[src/rtl/can_pwr_pkg.sv]
// Package: shared types for the CAN power-mode manager.
// Assumes: control bits are single-bit flags kept together in one struct.
package can_pwr_pkg;

    typedef struct packed {
        logic stop;
        logic selfwake;
        logic aps;
        logic supv;
    } pwr_ctl_t;

    localparam pwr_ctl_t CTL_RESET = '{stop: 1'b0, selfwake: 1'b0, aps: 1'b0, supv: 1'b1};

endpackage

[src/rtl/can_pwr_rxsync.sv]
// Module: can_pwr_rxsync
// Synchronizes the asynchronous receive line into the always-on domain and
// flags a recessive-to-dominant (1 to 0) change for one cycle.
// Assumes: SYNC_STAGES >= 2, idle bus level is IDLE_LEVEL.
module can_pwr_rxsync #(
    parameter int   SYNC_STAGES = 2,
    parameter logic IDLE_LEVEL  = 1'b1
) (
    input  logic clk,
    input  logic rst_n,
    input  logic rx_async,
    output logic fall_det
);
    localparam int LAST = SYNC_STAGES - 1;

    logic [LAST:0] chain;
    logic          prev_lvl;

    // Shift the raw line through the synchronizer stages.
    always_ff @(posedge clk) begin
        if (!rst_n) begin
            chain <= {SYNC_STAGES{IDLE_LEVEL}};
        end else begin
            chain <= {chain[LAST-1:0], rx_async};
        end
    end

    // Remember the previous synchronized level for edge detection.
    always_ff @(posedge clk) begin
        if (!rst_n) begin
            prev_lvl <= IDLE_LEVEL;
        end else begin
            prev_lvl <= chain[LAST];
        end
    end

    // A dominant level following a recessive one is a wake edge.
    always_comb begin
        fall_det = prev_lvl & ~chain[LAST];
    end

endmodule

[src/rtl/can_pwr_ctlreg.sv]
// Module: can_pwr_ctlreg
// Holds the power-mode control bits, applies the privilege check on writes,
// clears the stop request on a bus wake and resolves the write/edge race.
// Assumes: one write per cycle, fall_det is a single-cycle pulse.
module can_pwr_ctlreg
    import can_pwr_pkg::*;
(
    input  logic     clk,
    input  logic     rst_n,
    input  logic     wr_en,
    input  pwr_ctl_t wr_data,
    input  logic     priv_super,
    input  logic     fall_det,
    output pwr_ctl_t ctl,
    output logic     acc_err
);
    logic     wr_ok;
    logic     wr_denied;
    pwr_ctl_t ctl_nxt;

    // Decide whether the write passes the privilege check.
    always_comb begin
        wr_ok     = wr_en & (~ctl.supv | priv_super);
        wr_denied = wr_en & ctl.supv & ~priv_super;
    end

    // Merge the write, the race rule and the bus wake into the next value.
    always_comb begin
        ctl_nxt = wr_ok ? wr_data : ctl;
        if (fall_det && wr_ok && wr_data.selfwake) begin
            ctl_nxt.selfwake = 1'b0;
            ctl_nxt.stop     = 1'b0;
        end
        if (fall_det && ctl.selfwake) begin
            ctl_nxt.stop = 1'b0;
        end
    end

    // Register the control bits and the access error pulse.
    always_ff @(posedge clk) begin
        if (!rst_n) begin
            ctl     <= CTL_RESET;
            acc_err <= 1'b0;
        end else begin
            ctl     <= ctl_nxt;
            acc_err <= wr_denied;
        end
    end

endmodule

[src/rtl/can_pwr_gate.sv]
// Module: can_pwr_gate
// Drives the module clock enable and the stop acknowledge from the control
// bits and the engine busy flag.
// Assumes: eng_busy is produced in the always-on domain.
module can_pwr_gate
    import can_pwr_pkg::*;
(
    input  logic     clk,
    input  logic     rst_n,
    input  pwr_ctl_t ctl,
    input  logic     eng_busy,
    output logic     clk_en,
    output logic     stop_ack
);
    logic en_nxt;

    // Choose the next clock enable: stop latches off, idle save follows busy.
    always_comb begin
        if (ctl.stop) begin
            en_nxt = clk_en & eng_busy;
        end else if (ctl.aps) begin
            en_nxt = eng_busy;
        end else begin
            en_nxt = 1'b1;
        end
    end

    // Register the enable and report stop once clocks are already off.
    always_ff @(posedge clk) begin
        if (!rst_n) begin
            clk_en   <= 1'b1;
            stop_ack <= 1'b0;
        end else begin
            clk_en   <= en_nxt;
            stop_ack <= ctl.stop & ~clk_en;
        end
    end

endmodule

[src/rtl/can_pwr_mgr.sv]
// Module: can_pwr_mgr (top)
// Power-mode manager of a CAN controller: gates module clocks on stop or
// idle, restarts them on work or bus activity.
// Assumes: clk is always running; rx_async is asynchronous to it.
module can_pwr_mgr
    import can_pwr_pkg::*;
#(
    parameter int SYNC_STAGES = 2
) (
    input  logic clk,
    input  logic rst_n,
    input  logic wr_en,
    input  logic wr_stop,
    input  logic wr_selfwake,
    input  logic wr_aps,
    input  logic wr_supv,
    input  logic priv_super,
    input  logic rx_async,
    input  logic eng_busy,
    output logic clk_en,
    output logic stop_ack,
    output logic acc_err,
    output logic rd_stop,
    output logic rd_selfwake,
    output logic rd_aps,
    output logic rd_supv
);
    pwr_ctl_t wr_data;
    pwr_ctl_t ctl;
    logic     bus_fall;

    // Pack the write data fields.
    always_comb begin
        wr_data = '{stop: wr_stop, selfwake: wr_selfwake, aps: wr_aps, supv: wr_supv};
    end

    can_pwr_rxsync #(
        .SYNC_STAGES (SYNC_STAGES),
        .IDLE_LEVEL  (1'b1)
    ) u_rxsync (
        .clk      (clk),
        .rst_n    (rst_n),
        .rx_async (rx_async),
        .fall_det (bus_fall)
    );

    can_pwr_ctlreg u_ctlreg (
        .clk        (clk),
        .rst_n      (rst_n),
        .wr_en      (wr_en),
        .wr_data    (wr_data),
        .priv_super (priv_super),
        .fall_det   (bus_fall),
        .ctl        (ctl),
        .acc_err    (acc_err)
    );

    can_pwr_gate u_gate (
        .clk      (clk),
        .rst_n    (rst_n),
        .ctl      (ctl),
        .eng_busy (eng_busy),
        .clk_en   (clk_en),
        .stop_ack (stop_ack)
    );

    // Expose the control bits for read-back.
    always_comb begin
        rd_stop     = ctl.stop;
        rd_selfwake = ctl.selfwake;
        rd_aps      = ctl.aps;
        rd_supv     = ctl.supv;
    end

endmodule

[config.mk]
export PLATFORM = sky130hd
export DESIGN_NAME = can_pwr_mgr
export DESIGN_NICKNAME = d
export VERILOG_FILES = /design/src/rtl/can_pwr_pkg.sv /design/src/rtl/can_pwr_rxsync.sv /design/src/rtl/can_pwr_ctlreg.sv /design/src/rtl/can_pwr_gate.sv /design/src/rtl/can_pwr_mgr.sv
export SDC_FILE = /design/constraint.sdc
export NUM_CORES = 1
export LEC_CHECK = 0
export ABC_AREA = 1
export BUFFER_PORTS_ARGS = -buffer_cell sky130_fd_sc_hd__buf_2
export CORE_AREA = 2 2 39 41
export CTS_BUF_LIST = sky130_fd_sc_hd__clkbuf_16
export DETAILED_ROUTE_END_ITERATION = 10
export DIE_AREA = 0 0 41 43
export PLACE_DENSITY = 0.55
export REMOVE_ABC_BUFFERS = 1
export SKIP_LAST_GASP = 1
export SYNTH_ARGS = -nofsm -noshare
export SYNTH_HDL_FRONTEND = slang
export SYNTH_SLANG_ARGS = --single-unit
[constraint.sdc]
create_clock -name clk -period 1.1 [get_ports clk]
set_input_delay 0.11 -clock clk [delete_from_list [all_inputs] [get_ports clk]]
set_output_delay 0.11 -clock clk [all_outputs]
set_load 0.05 [all_outputs]
# After elaboration in Yosys (flattened, before gate mapping)
# Cells that the tools add are included.
dict set report totals {
  regBits 10
  input_bits 10
  out_inout_bits 7
  word_cells 28
}
dict set report op_classes {
  mux 2
  n_bitwise 12
  n_reduce_logical 5
}
# cell n
set ops {}
lappend ops {{$and A1 B1 Y1} 6}
lappend ops {{$not A1 Y1} 5}
lappend ops {{$logic_and A1 B1 Y1} 3}
lappend ops {{$reduce_or A3 Y1} 1}
lappend ops {{$mux W1} 2}
lappend ops {{$reduce_or A2 Y1} 1}
lappend ops {{$or A1 B1 Y1} 1}

# Logic depth before layout (Yosys ltp)
dict set report logic_depth {
  word_depth 6
  depth_mapped 7
  mapped_depth_nobuf 7
}

# Hierarchy
# From an unflattened synthesis, not the netlist that was laid out.
dict set report unflattened {
  cells_unflattened 51
  hier_area_um2 372.9
}
# mod instances cells_per_inst area_each_um2 seq_area_each_um2
set modules_own_cells {}
lappend modules_own_cells {can_pwr_ctlreg 1 31 214.0 100.1}
lappend modules_own_cells {can_pwr_rxsync 1 11 90.1 60.1}
lappend modules_own_cells {can_pwr_gate 1 9 68.8 40.0}

# Worst setup path after synthesis
# OpenSTA, ideal clock, no wires.
dict set report synth_timing {
  path_type {register to register}
  start {register, netlist name u_ctlreg.ctl[0]}
  end {register, netlist name u_ctlreg.ctl[1]}
  setup_time_ps 116
  t_arrival_ps 1085
  t_required_ps 984
  slack_ps -101
  path_stages_with_launch 6
  path_buffers 0
  period_less_slack_ps 1201
  cell_sequence {dfxtp_1 nand2_2 nand2_2 inv_1 nor2_1 nor2_1}
}
dict set report synth_between {
  elab_chain_cells 3
}
# element line
set synth_lines {}
lappend synth_lines {{$not A1 Y1} can_pwr_ctlreg.sv:23} ;# wr_ok = wr_en & (~ctl.supv | priv_super);
lappend synth_lines {{$or A1 B1 Y1} can_pwr_ctlreg.sv:23}
lappend synth_lines {{$and A1 B1 Y1} can_pwr_ctlreg.sv:23}
# No other way between the ends.
# A chain may end at the register's enable or synchronous reset.

# Worst setup path after layout
dict set report layout_timing {
  start {register, netlist name u_ctlreg.ctl[2]}
  end {output rd_selfwake}
}
# element line
set layout_lines {}
lappend layout_lines {{end: declaration} can_pwr_mgr.sv:24} ;# output logic rd_selfwake,
# No word-level cell between the ends.

==> metrics <==
# H-tree levels 1; R2R depth 5; Max-cap violations 0; PwrDens 2110 mW/mm^2; TritonCTS buffer count 3; CP Capture Type primary output; Yosys top cell by area dfxtp_1; Worst Max-Slew Pin Slew 0.250 ns; Crit path largest cell delay 0.36 ns; Setup WS pre-CTS 0.231 ns; largest family of logic cells by synthesized area simple AND/OR/NAND/NOR gates; synth top area cells dfxtp_1 54%, inv_1 8.1%, or2_2 6.8%; Fin. Hold Viols 0; num ports 17; mux cell area share after synthesis 0%; CP Data Required Time 0.99 ns; initial antenna violation count 0; vias in the first global route 265; ys async rst share 0%; Starting Density 26.8%; post-route setup slack 0.116 ns; most frequent cell after synthesis dfxtp_1; Skew-Pair Late Insertion Delay 0.23 ns; Port Buffers 16; post_cts resized 0; Switching Fraction 22.2%; drt initial violations 2; VDD IR max 1300 uV; hold_ws 0.0615 ns; clock share of power 53.9%; P_sw 257 uW; met3 wire len 70 um; fin. max-slew vios 0; maximum clock path buffer count 2; CP max-delay cell dfxtp_1; Layout area overhead 48.3%; DR WL/cell 8.59 um; vias per inst 4.07; cell leakage power 0.000291 uW; Critical Path, Cell by Cell buf_2; max frequency 1.02 GHz; row count 14; post-DP HPWL 567 um; layout cell share with drive strength beyond 1 40.9%; Yosys reg bits 10; arrival time at the worst endpoint 0.87 ns; Setup crit start u_ctlreg.ctl[2]$_SDFFE_PP0P_; metal2 WL 279 um; clock sinks 10; Clk pin slew, worst setup/hold paths 0.04 ns; met1 WL 344 um; worst hold path class in2reg; area fraction in compound gates after synthesis 2.70%; Post-Synthesis Cells 46; family with the most delay on the worst path flip-flops; crit path time final 0.984 ns; Crit path depth 1; nets 77; die width 41 um; Vias 334; syn_area_per_cell 8.05 sq um; grt ovf 0; ANT cells 0; Synthesis Warnings 0; commonest cells in the netlist 10 x dfxtp_1, 8 x inv_1, 6 x nand2_1, 6 x nor2_1; Die Ht 43 um; filler cell count 138; DRC Markers 0; Total GRT Usage 9.45%; EDFF count, synth 0; post-synthesis simple-gate area fraction 35.1%; sequential share of the synthesized area 54.1%; Rel. slew slack 83.5%; Max FO, Critical Path 3; Critical R2R Launch u_ctlreg.ctl[0]$_SDFFE_PN1P_; Startpoint Class register; GPL Wtd Cong 0.645; first-pass GRT wire length 1060 um; setup bufs post-CTS 0; largest net degree at the start of global routing 7; setup TNS 0 ns; CTS Hold Bufs 0; Critical path buffers and inverters 1; final setup fails 0; r2r endpoint u_ctlreg.ctl[1]$_SDFFE_PN0P_; sequential power share 34.1%; Mapped Area 370 sq um; internal power 902 uW; reg2reg setup slack 0.23 ns; Post-Synth XOR/XNOR Area 0%; Initial DRT Pass Iterations 2; core area 0.00138 sq mm; Setup CP Type reg2out; drt total wl 704 um; RSZ-0062 raised after global routing false; highest metal used met4; Die ar. 0.00176 sq mm; adder-cell area share of the yosys netlist 0%; Comb power frac 12.0%; Routed Antenna Nets 0; CTS tree yes; Root Buffer clkbuf_16; final core utilization 39.7%; Main synth FF type dfxtp_1; Synth cell types 12; final instance area 549 sq um; share of the synthesized area in the top cell type 54.1%; outcome complete, no violations; CP endpoint rd_selfwake; Cell Area, Placed 470 sq um; Tcrit/Tclk final 89.5%; Worst Clk Skew 0.000376 ns
[layout make-up]
| cell class | count | area, sq um | area share [%] |
|---|---|---|---|
| Clock buffer | 3 | 75.1 | 13.7 |
| Clock inverter | 1 | 3.75 | 0.683 |
| Inverter | 8 | 30.0 | 5.47 |
| Multi-Input combinational cell | 28 | 140 | 25.5 |
| Sequential cell | 10 | 200 | 36.4 |
| Tap cell | 16 | 20.0 | 3.64 |
| Timing Repair Buffer | 16 | 80.1 | 14.6 |
[power groups by stage]
stage | logic [uW] | registers [uW] | clock network, uW
floorplan | 46.8 | 452 | 0
global placement | 140 | 401 | 0
detailed placement | 140 | 401 | 0
CTS | 140 | 396 | 637
global route | 152 | 397 | 659
finish | 139 | 395 | 625
[how the worst min path moves through the flow]
stage                        start                      endpoint  slack, ns  depth (start not counted)
final                     rx_async  u_rxsync.chain[0]$_SDFF_PN1_       0.06                          2
after CTS                 rx_async  u_rxsync.chain[0]$_SDFF_PN1_       0.06                          2
after detailed placement  rx_async  u_rxsync.chain[0]$_SDFF_PN1_       0.30                          2
after global routing      rx_async  u_rxsync.chain[0]$_SDFF_PN1_       0.07                          2
after floorplan              rst_n  u_ctlreg.ctl[0]$_SDFFE_PN1P_       0.19                          1
after global placement    rx_async  u_rxsync.chain[0]$_SDFF_PN1_       0.30                          2
[flip-flops by register name, indices dropped and copies added (netlist names)]
name and cells:
u_gate.clk_en 1, u_ctlreg.acc_err 1, u_gate.stop_ack 1, u_rxsync.prev_lvl 1
u_rxsync.chain 2, u_ctlreg.ctl 4
[cells in the final DEF (no fill, tap or decap)]
cell       netlist  final
or2_2            4      4
nand4_1          1      1
clkbuf_16        0      3
o21ai_0          1      1
nor3_1           1      1
dfxtp_1         10     10
nand2_1          6      6
nor3_2           1      1
inv_1            8      8
buf_2            0     16
nand3_1          4      4
nor2_1           6      6
clkinv_1         0      1
nand2_2          3      3
a21oi_1          1      1
[cells by family after synthesis]
family / after synthesis
and+or+nand+nor: 26
DFF: 10
buffers and inverters: 8
AOI/OAI and AO/OA: 2
[per-layer routing]
metal	global-route usage (%)	vias up
met1	12.6	138
met5	0	-
met2	10.6	13
met3	6.28	2
li1	-	181
met4	6.00	0
[through the flow]
stage	std cells	power [uW]
after floorplan	46	499
after global placement	78	541
after detailed placement	78	542
after CTS	82	1170
after global routing	82	1210
final	82	1160
Power figures use the tool's default switching activity.
